<file path="src/rtl/pll_cfg_sequencer.sv">
module pll_cfg_sequencer #(
  parameter int unsigned RST_CYC   = 5000,
  parameter int unsigned REF_RATIO = 14
) (
  input  logic        clk,
  input  logic        rst_n,
  input  logic        start,
  input  logic [6:0]  req_prediv,
  input  logic [13:0] req_mult,
  input  logic [4:0]  req_postdiv,
  input  logic [31:0] ctl0_rd,
  input  logic [31:0] ctl1_rd,
  output logic [31:0] ctl0,
  output logic [31:0] ctl1,
  output logic        ctl0_we,
  output logic        ctl1_we,
  output logic        busy,
  output logic        done,
  output logic        err
);
  localparam int unsigned LOCK_UNIT = REF_RATIO * 500;

  typedef enum logic [3:0] {
    S_IDLE, S_SAT, S_BYP, S_DIV, S_BWH, S_RST, S_HOLD, S_SEL, S_REL, S_LOCK, S_UNBYP
  } st_t;

  st_t         state;
  logic [31:0] cnt, lock_tgt;
  logic [5:0]  pd_m1;
  logic [12:0] ml_m1;
  logic [11:0] bw;
  logic        req_ok;

  assign req_ok = (req_prediv != 7'd0) && (req_prediv <= 7'd64) &&
                  (req_mult >= 14'd2) && (req_mult <= 14'd8192) &&
                  (req_postdiv != 5'd0) && (req_postdiv <= 5'd16);
  assign busy = (state != S_IDLE);

  always_ff @(posedge clk or negedge rst_n) begin
    if (!rst_n) begin
      state    <= S_IDLE;
      cnt      <= '0;
      lock_tgt <= '0;
      pd_m1    <= '0;
      ml_m1    <= '0;
      bw       <= '0;
      ctl0     <= '0;
      ctl1     <= '0;
      ctl0_we  <= 1'b0;
      ctl1_we  <= 1'b0;
      done     <= 1'b0;
      err      <= 1'b0;
    end else begin
      ctl0_we <= 1'b0;
      ctl1_we <= 1'b0;
      done    <= 1'b0;
      err     <= 1'b0;
      unique case (state)
        S_IDLE: if (start) begin
          if (req_ok) begin
            ctl0     <= ctl0_rd;
            ctl1     <= ctl1_rd;
            pd_m1    <= 6'(req_prediv - 7'd1);
            ml_m1    <= 13'(req_mult - 14'd1);
            bw       <= req_mult[12:1] - 12'd1;
            lock_tgt <= 32'(req_prediv) * LOCK_UNIT;
            state    <= S_SAT;
          end else begin
            err <= 1'b1;
          end
        end
        S_SAT: begin
          ctl1[6] <= 1'b1; ctl1_we <= 1'b1; state <= S_BYP;
        end
        S_BYP: begin
          ctl0[23] <= 1'b1; ctl0_we <= 1'b1; state <= S_DIV;
        end
        S_DIV: begin
          ctl0[5:0]   <= pd_m1;
          ctl0[18:6]  <= ml_m1;
          ctl0[31:24] <= bw[7:0];
          ctl0_we     <= 1'b1;
          state       <= S_BWH;
        end
        S_BWH: begin
          ctl1[3:0] <= bw[11:8]; ctl1_we <= 1'b1; state <= S_RST;
        end
        S_RST: begin
          ctl1[14] <= 1'b1; ctl1_we <= 1'b1; cnt <= '0; state <= S_HOLD;
        end
        S_HOLD: begin
          if (cnt == 32'(RST_CYC - 1)) state <= S_SEL;
          else cnt <= cnt + 32'd1;
        end
        S_SEL: begin
          ctl1[13] <= 1'b1; ctl1_we <= 1'b1; state <= S_REL;
        end
        S_REL: begin
          ctl1[14] <= 1'b0; ctl1_we <= 1'b1; cnt <= '0; state <= S_LOCK;
        end
        S_LOCK: begin
          if (cnt == lock_tgt - 32'd1) state <= S_UNBYP;
          else cnt <= cnt + 32'd1;
        end
        S_UNBYP: begin
          ctl0[23] <= 1'b0; ctl0_we <= 1'b1; done <= 1'b1; state <= S_IDLE;
        end
        default: state <= S_IDLE;
      endcase
    end
  end
endmodule

</file>
<file path="config.mk">
export PLATFORM = sky130hd
export DESIGN_NAME = pll_cfg_sequencer
export DESIGN_NICKNAME = d
export VERILOG_FILES = /design/src/rtl/pll_cfg_sequencer.sv
export SDC_FILE = /design/constraint.sdc
export NUM_CORES = 1
export LEC_CHECK = 0
export BUFFER_PORTS_ARGS = -buffer_cell sky130_fd_sc_hd__buf_2
export CAP_MARGIN = 20
export CORE_AREA = 2 2 139 141
export CTS_BUF_LIST = sky130_fd_sc_hd__clkbuf_16
export CTS_CLUSTER_DIAMETER = 50
export DETAILED_ROUTE_END_ITERATION = 8
export DIE_AREA = 0 0 141 143
export PLACE_DENSITY = 0.72
export SYNTH_ARGS = -nofsm -noshare
export SYNTH_HDL_FRONTEND = slang
export SYNTH_SLANG_ARGS = --single-unit
</file>
<file path="constraint.sdc">
create_clock -name clk -period 3.25 [get_ports clk]
set_input_delay 0.325 -clock clk [delete_from_list [all_inputs] [get_ports clk]]
set_output_delay 0.325 -clock clk [all_outputs]
set_load 0.05 [all_outputs]
</file>
==> out/results.env, run 1 <==
SETUP.WORST_PATH.START_CLASS='input port'
SETUP-VIOLATIONS-FINAL=0
SYNTH.DISTINCT_CELLS=63
FINAL_CORE_UTILIZATION_PCT=64.6
CTS_BUFFER_COUNT=17
TIMING.REG2REG.SETUP_SLACK_PS=40
GLOBALROUTEOVERFLOWTOTAL=0
LAYOUT_WORST_PATH_CYCLE_SHARE_PCT=99.9
CRITPATHKIND='input port to register'
POST_SYNTH_INST_COUNT=1013
KIND_OF_PATH_BEHIND_THE_TIGHTEST_HOLD_CHECK='input port to register'
SYNTHARSTFLOPSHARE_PCT=100
ANTENNA_FOUND_INITIAL=2
MIN_FROM='ctl1_rd[27]'
CRIT_FANOUT=5
CORE_FOOTPRINT_MM2=0.0186
CRIT_PATH_SETUP_SLACK_LAYOUT_PS=3.04
HOLD_END='ctl1[27]$_DFFE_PN0P_'
WORST-ENDPOINT-REQUIRED_PS=3540
DP.CELLS=1441
CLOCK_LATENCY_PS=430
ROUTE.VIAS.TOTAL=8124
TIMING.FINAL.CRIT_PERIOD_PS=3250
GP_ROUTABILITY_CONGESTION=0.870
MAX_FREQ_GHz=0.308
TOP_CELLS_BY_AREA_IN_THE_SYNTHESIZED_NETLIST='sky130_fd_sc_hd__dfrtp_1 41%, sky130_fd_sc_hd__nand2_1 9.0%, sky130_fd_sc_hd__ha_1 7.5%'
POWER.DENSITY_mW_PER_MM2=846
POST_SYNTH.CELL_AREA_AVG_UM2=9.11
REPORT.FINAL.HOLD_VIOL_COUNT=0
SYNTH_EDF_COUNT=0
FILLERS=1508
FF_LATCH_AREA_MM2=0.00380
ROOT_BUFFER='sky130_fd_sc_hd__clkbuf_16'
MAXSLEWHEADROOM_PCT=9.59
DRC=0
FP.DIEW_UM=141
DP.FINAL_HPWL_MM=16.5
CTS-HTREE-LEVELS=4
NETLIST_AREA_BEFORE_PLACEMENT_MM2=0.00923
WORSTHOLDPATHCELLS=3
AREA_ADDED_BETWEEN_SYNTHESIS_AND_FINISH_PCT=30.0
FIRST_PASS_GRT_WIRE_LENGTH_MM=38.5
GRT.TOTAL_USAGE_PCT=23.6
DESIGN.DIE.AREA_MM2=0.0202
POSTSYNTHREGISTERBITS=152
FINAL_ROUTED_WIRELENGTH_MM=23.4
DETAILED_PLACE.AREA_MM2=0.0110
WORSTREG2REGEND='cnt[6]$_DFFE_PN0P_'
MAX_CAP_VIOL_COUNT=0
FINALNETCOUNT=1407
CTS.SINK_COUNT=152
VIA_PER_INST=5.45
DR.FIRST_ITER.DRC_COUNT=463
SYNTH_FLOP_CELL='sky130_fd_sc_hd__dfrtp_1'
UNREPAIRED_SETUP_ENDPOINTS_AFTER_GLOBAL_ROUTING='true'
NUM_IO_PINS=162
DRV_SLEW=0
ROW_CNT=50
NETLIST_TOP_CELLS_COUNT='221 x sky130_fd_sc_hd__nand2_1, 152 x sky130_fd_sc_hd__dfrtp_1, 87 x sky130_fd_sc_hd__o21ai_0'
STATUS='finished, final reports clean'
GRT_PASS1_VIAS=7924
FINAL_LAYOUT_SIZE_SUFFIX_GT1_SHARE_PCT=30.0
FIN_SETUP_TNS_PS=0
SYN-NUM-NETS=1176
TIMING_WORST_SLEW_PIN_VALUE_PS=1350
GRT_MAX_DEGREE=130
IO_BUF_COUNT=161
FIN_HOLD_WS_PS=80.6
YS_SEQ_AREA_SHARE_PCT=41.2
LEAKAGE_nW=6.02
FIRSTDRTPASSITERS=5
P_TOTAL_mW=10.1
FINALNONFILLERCELLS=1491
WORSTPATHARRIVAL_PS=3530
RR_WORST_DEPTH=14
ANTENNA_VIOLATING_NETS_POST_ROUTE=0
YOSYS_WARNINGS=0
NETLIST.TOP_CELL.BY_AREA='sky130_fd_sc_hd__dfrtp_1'
TIMING.CLOCK.SKEW_PS=14.0
TRITONCTS='yes'
SYNTH_MOST_COMMON_CELL='sky130_fd_sc_hd__nand2_1'
MULTI_INPUT_GATE_AREA_IN_THE_FINAL_LAYOUT_MM2=0.00542
BUFFER_DEPTH_OF_THE_LONGEST_CLOCK_PATH=2
FP.DIEH_UM=143
WORST_SETUP_PATH_END_KIND='register'
ROUTEDWLPERCELL_UM=15.7
IR_WORST_VDD_mV=0.616
PATH_CLK_SLEW_PS=70
INITIAL_CORE_UTIL_PCT=49.7
PRE_CTS_SLACK_PS=-614
LAYOUT.CELL_AREA.NON_FILLER_MM2=0.0120
SYNTH_TOP_AREA_SHARE_PCT=41.2
REG2REG_FROM='lock_tgt[4]$_DFFE_PN0P_'
-- logic make-up (layout without fill, tap and decap cells) --
kind of cell	count (synthesis)	in the layout	synth area share, %
adder cells (fa/ha/maj)	70	70	10.7
XOR/XNOR	71	71	6.74
multiplexers	35	35	3.79
other	0	2	0
AND/OR/NAND/NOR	388	388	19.7
buffers and inverters	101	341	4.61
AO/OA/AOI/OAI	196	198	13.3
flip-flops	152	152	41.2
-- repair_timing --
action / 4_1_cts / 5_1_grt
pin swaps: 18 / 42
endpoints found under the setup margin: 5 / 38
hold buffers: 1 / 0
gates resized for setup: 13 / 60
buffers inserted: 3 / 10
gates cloned: 0 / 4
endpoints found under the hold margin: 40 / 0
-- metal layers --
layer	routed length [um]	GRT usage, %	vias to the layer above	share of wire (%)
li1	-	-	3973	-
met1	10300	30.1	3911	44
met2	11700	41.2	204	50
met3	937	4.43	36	4.0
met4	464	7.05	0	2.0
met5	0	0	-	0
-- layout make-up --
| type | instances | share of cell area (%) |
|---|---|---|
| clock buffers | 17 | 3.55 |
| well taps | 234 | 2.44 |
| flip-flops and latches | 152 | 31.7 |
| clock inverters | 13 | 1.22 |
| inverters | 46 | 1.69 |
| multi-input cells | 762 | 45.2 |
| repair buffers | 265 | 14.2 |
| diodes | 2 | 0.0417 |
-- placed cells by master (no fill, tap or decap), types with 18 or more instances in the layout --
| cell | n |
|---|---|
| sky130_fd_sc_hd__mux2i_1 | 35 |
| sky130_fd_sc_hd__o21ai_0 | 81 |
| sky130_fd_sc_hd__ha_1 | 40 |
| sky130_fd_sc_hd__dfrtp_1 | 152 |
| sky130_fd_sc_hd__xnor2_1 | 40 |
| sky130_fd_sc_hd__xor2_1 | 29 |
| sky130_fd_sc_hd__a21oi_1 | 28 |
| sky130_fd_sc_hd__nand2_1 | 221 |
| sky130_fd_sc_hd__inv_1 | 32 |
| sky130_fd_sc_hd__buf_4 | 93 |
| sky130_fd_sc_hd__buf_2 | 156 |
| sky130_fd_sc_hd__nand3_1 | 18 |
| sky130_fd_sc_hd__nor2_1 | 43 |
-- worst max-delay path by stage --
stage	depth (start not counted)	slack, ps	from	endpoint
3_3_place_gp	15	-540	req_prediv[3]	lock_tgt[18]$_DFFE_PN0P_
5_1_grt	17	-180	req_prediv[5]	lock_tgt[19]$_DFFE_PN0P_
2_1_floorplan	14	-240	req_prediv[3]	lock_tgt[16]$_DFFE_PN0P_
4_1_cts	15	1	req_prediv[6]	lock_tgt[16]$_DFFE_PN0P_
6_report	17	3	req_prediv[5]	lock_tgt[19]$_DFFE_PN0P_
3_5_place_dp	16	-610	req_prediv[5]	lock_tgt[17]$_DFFE_PN0P_
-- state kept, by name (all words and copies together), names as in the netlist --
register / cells
state: 4
ctl0_we: 1
ctl1_we: 1
ml_m1: 13
err: 1
cnt: 32
bw: 12
ctl0: 32
pd_m1: 6
ctl1: 32
done: 1
lock_tgt: 17
-- where the power goes --
| part | internal, mW | leakage (nW) | total, mW | switching [mW] |
|---|---|---|---|---|
| sequential | 2.57 | 1.97 | 3.04 | 0.465 |
| clock | 1.13 | 0.260 | 1.95 | 0.819 |
| combinational | 1.86 | 3.78 | 5.16 | 3.30 |
| total | 5.56 | 6.02 | 10.1 | 4.59 |
-- worst max-delay path, stage by stage --
cell and delay (ps):
sky130_fd_sc_hd__buf_12 90, sky130_fd_sc_hd__inv_8 40, sky130_fd_sc_hd__ha_4 260, sky130_fd_sc_hd__inv_4 40
sky130_fd_sc_hd__fa_1 430, sky130_fd_sc_hd__ha_1 300, sky130_fd_sc_hd__inv_2 40, sky130_fd_sc_hd__fa_1 520
sky130_fd_sc_hd__inv_2 50, sky130_fd_sc_hd__ha_4 250, sky130_fd_sc_hd__o211ai_1 160, sky130_fd_sc_hd__a2111oi_4 430
sky130_fd_sc_hd__nor2_2 70, sky130_fd_sc_hd__a21oi_2 160, sky130_fd_sc_hd__a31oi_1 110, sky130_fd_sc_hd__xnor2_1 160
sky130_fd_sc_hd__o21ai_1 70
(Power assumes the default switching activity.)
==> run 2, diff against run 1 <==
==> config.mk (replaced) <==
export PLATFORM = sky130hd
export DESIGN_NAME = pll_cfg_sequencer
export DESIGN_NICKNAME = d
export VERILOG_FILES = /design/src/rtl/pll_cfg_sequencer.sv
export SDC_FILE = /design/constraint.sdc
export NUM_CORES = 1
export LEC_CHECK = 0
export CAP_MARGIN = 20
export CORE_AREA = 2 2 139 141
export CTS_BUF_LIST = sky130_fd_sc_hd__clkbuf_16
export CTS_CLUSTER_DIAMETER = 50
export DETAILED_ROUTE_END_ITERATION = 8
export DIE_AREA = 0 0 141 143
export DONT_BUFFER_PORTS = 1
export SYNTH_ARGS = -nofsm -noshare
export SYNTH_HDL_FRONTEND = slang
export SYNTH_SLANG_ARGS = --single-unit
==> out/results.env, run 2 (same netlist as run 1, synthesis figures left out) <==
FP.DIEH_UM=143  # unchanged
GRT_MAX_DEGREE=153  # +18%
DRC=0  # unchanged
REG.LARGEST.LIST='cnt x32, ctl0 x32, ctl1 x32'
FIRST_PASS_GRT_WIRE_LENGTH_MM=36.7  # -4.7%
SWSHARE_PCT=44.8  # -0.37 points
LAYOUT.CELLS.MOST_COMMON='sky130_fd_sc_hd__nand2_1'
CTS_BUFFER_COUNT=17  # unchanged
FIN_HOLD_WS_PS=-412  # -492 ps
SEQPWRFRAC_PCT=44.6  # +15 points
CRITICAL_PATH.CELL_CHAIN='inv_2 > ha_4 > or4b_4 > a21boi_0 > a221oi_1 > nor3_1 > buf_4 > nor4_4 > buf_6 > a2111o_1 > or4_1 > a21oi_1'
CP_TOP_FAMILY='simple AND/OR/NAND/NOR gates'
LAYOUT_WORST_PATH_CYCLE_SHARE_PCT=98.9  # -1.0 points
UNREPAIRED_SETUP_ENDPOINTS_AFTER_GLOBAL_ROUTING='true'
FP.DIEW_UM=141  # unchanged
GRT_PASS1_VIAS=7340  # -7.4%
DP.FINAL_HPWL_MM=15.8  # -4.2%
WORSTREG2REGEND='cnt[30]$_DFFE_PN0P_'
WORST-ENDPOINT-REQUIRED_PS=3600  # +60 ps
VIA_PER_INST=5.52  # +1.3%
NUM_IO_PINS=162  # unchanged
POWER.NET_SWITCHING_mW=4.38  # -4.4%
LEAKAGE_nW=5.36  # -11%
SETUP.WORST_PATH.START_CLASS='register'
ANTENNA_FOUND_INITIAL=0  # -2
BUFFER_DEPTH_OF_THE_LONGEST_CLOCK_PATH=2  # unchanged
MAX_FREQ_GHz=0.311  # +1.0%
ANTENNA_CELLS=0  # -2
TIMING_WORST_SLEW_PIN_VALUE_PS=1180  # -173 ps
ROOT_BUFFER='sky130_fd_sc_hd__clkbuf_16'
ROUTE.VIAS.TOTAL=7377  # -9.2%
DRV_SLEW=0  # unchanged
IR_WORST_VDD_mV=0.458  # -26%
WORSTPATHARRIVAL_PS=3570  # +40 ps
ANTENNA_VIOLATING_NETS_POST_ROUTE=0  # unchanged
POWER.DENSITY_mW_PER_MM2=873  # +3.3%
AREA_ADDED_BETWEEN_SYNTHESIS_AND_FINISH_PCT=21.3
IO_BUF_COUNT=0  # -100%
POWER_FRAC_COMB_PCT=33.9  # -17 points
CPPEAKSTAGEDELAY_PS=500  # -20 ps
MOST_FREQUENT_CELLS_IN_THE_LAYOUT='221 x sky130_fd_sc_hd__nand2_1, 152 x sky130_fd_sc_hd__dfrtp_1, 80 x sky130_fd_sc_hd__o21ai_0'
CORE_FOOTPRINT_MM2=0.0186  # unchanged
RR_WORST_DEPTH=12  # -2
CLOCK_LATENCY_PS=430  # about the same
INITIAL_CORE_UTIL_PCT=49.7  # unchanged
CRITPATHKIND='register to register'
FILLERS=1613  # +7.0%
STATUS='finished, violations left'
REPORT.FINAL.HOLD_VIOL_COUNT=152  # +152
KIND_OF_PATH_BEHIND_THE_TIGHTEST_HOLD_CHECK='input port to async pin'
TIMING.FINAL.CRIT_PERIOD_PS=3210  # -33.2 ps
P_TOTAL_mW=9.78  # -3.7%
SHARE_CLK_OF_TOTAL_POWER_PCT=21.5  # +2.3 points
GLOBALROUTEOVERFLOWTOTAL=0  # unchanged
SETUP-VIOLATIONS-FINAL=0  # unchanged
TIMING.CRITICAL_PATH.SLOWEST_STAGE_CELL='sky130_fd_sc_hd__or4b_4'
MAXSLEWHEADROOM_PCT=21.1  # +12 points
DR.FIRST_ITER.DRC_COUNT=409  # -12%
ROW_CNT=50  # unchanged
ROUTEDWLPERCELL_UM=16.9  # +7.7%
POST_CTS_HOLD_BUFFER_COUNT=27  # +26
FINALNETCOUNT=1253  # -11%
CTS-HTREE-LEVELS=4  # unchanged
DESIGN.DIE.AREA_MM2=0.0202  # unchanged
FINAL_LAYOUT_SIZE_SUFFIX_GT1_SHARE_PCT=16.9  # -13 points
MAX_CAP_VIOL_COUNT=0  # unchanged
CTS.SINK_COUNT=152  # unchanged
GP_ROUTABILITY_CONGESTION=0.885  # +1.7%
FIRSTDRTPASSITERS=4  # -1
GRT.TOTAL_USAGE_PCT=22.9  # -0.77 points
WORST_SETUP_PATH_END_KIND='register'
TIMING.CLOCK.SKEW_PS=9.91  # -4.09 ps
P_INT_mW=5.39  # -3.0%
FINAL_ROUTED_WIRELENGTH_MM=22.6  # -3.5%
VIOLATED_CHECKS='hold timing'
TRITONCTS='yes'
REG2REG_FROM='lock_tgt[4]$_DFFE_PN0P_'
TIMING.CRITICAL_PATH.BUF_INV=3  # -2
CRIT_PATH_SETUP_SLACK_LAYOUT_PS=36.3  # +33.2 ps
TIMING.REG2REG.SETUP_SLACK_PS=40  # about the same
PRE_CTS_SLACK_PS=-417  # +197 ps
CRIT_FANOUT=10  # +5
PATH_CLK_SLEW_PS=60  # about the same
run 2: cell count changes in the layout (fill, tap and decap cells not counted), sizes merged:
cell	change
buf	-179
dlygate4sd3	+26
clkinvlp	-4
bufinv	+2
clkinv	+2
diode	-2
a2111o	-1
inv	+1
run 2: cell type report:
| cell class | count | area (um2) | area share (%) |
|---|---|---|---|
| flip-flops and latches | 152 | 3800 | 34.0 |
| well taps | 234 | 293 | 2.62 |
| multi-input cells | 761 | 5330 | 47.6 |
| inverters | 46 | 203 | 1.81 |
| repair buffers | 112 | 946 | 8.45 |
| clock buffers | 17 | 425 | 3.80 |
| clock inverters | 14 | 198 | 1.77 |
run 2: metrics by stage:
stage | util, % | std cells | cell area, um2 | TNS [ps]
CTS | 58.9 | 1325 | 11000 | 0
finish | 60.3 | 1336 | 11200 | 0
global route | 60.3 | 1336 | 11200 | -665
global placement | 54.1 | 1267 | 10100 | -1950
detailed placement | 54.1 | 1267 | 10100 | -2240
floorplan | - | 1013 | 9410 | -825
run 2: worst max path at each step:
stage,from,end,slack [ps],cells after the start
after floorplan,req_prediv[3],lock_tgt[16]$_DFFE_PN0P_,-240,14
after global placement,req_prediv[1],lock_tgt[19]$_DFFE_PN0P_,-360,14
after detailed placement,req_prediv[1],lock_tgt[19]$_DFFE_PN0P_,-420,14
after CTS,req_prediv[5],lock_tgt[19]$_DFFE_PN0P_,40,15
after global routing,lock_tgt[4]$_DFFE_PN0P_,cnt[30]$_DFFE_PN0P_,-110,12
final,lock_tgt[4]$_DFFE_PN0P_,cnt[30]$_DFFE_PN0P_,40,12
run 2: timing repair:
| action | 4_1_cts | 5_1_grt |
|---|---|---|
| endpoints found under the hold margin | 179 | 152 |
| gates resized for setup | 0 | 37 |
| setup buffers | 0 | 9 |
| setup endpoints to repair | 0 | 33 |
run 2: metal layers:
metal  global-route usage, %  part of all wire, %  up-vias
met5                       0                    0        -
met4                    7.58                  1.6        0
met3                    4.93                  4.6       26
met2                    37.4                   49      154
met1                    30.5                   45     3536
li1                        -                    -     3661
run 2: power by group through the flow:
stage / logic, mW / registers [mW] / clock network [mW]
2_1_floorplan: 2.26 / 4.20 / 0
3_3_place_gp: 3.03 / 4.38 / 0
3_5_place_dp: 3.09 / 4.39 / 0
4_1_cts: 3.13 / 4.37 / 2.15
5_1_grt: 3.76 / 4.45 / 2.23
6_report: 3.31 / 4.36 / 2.10
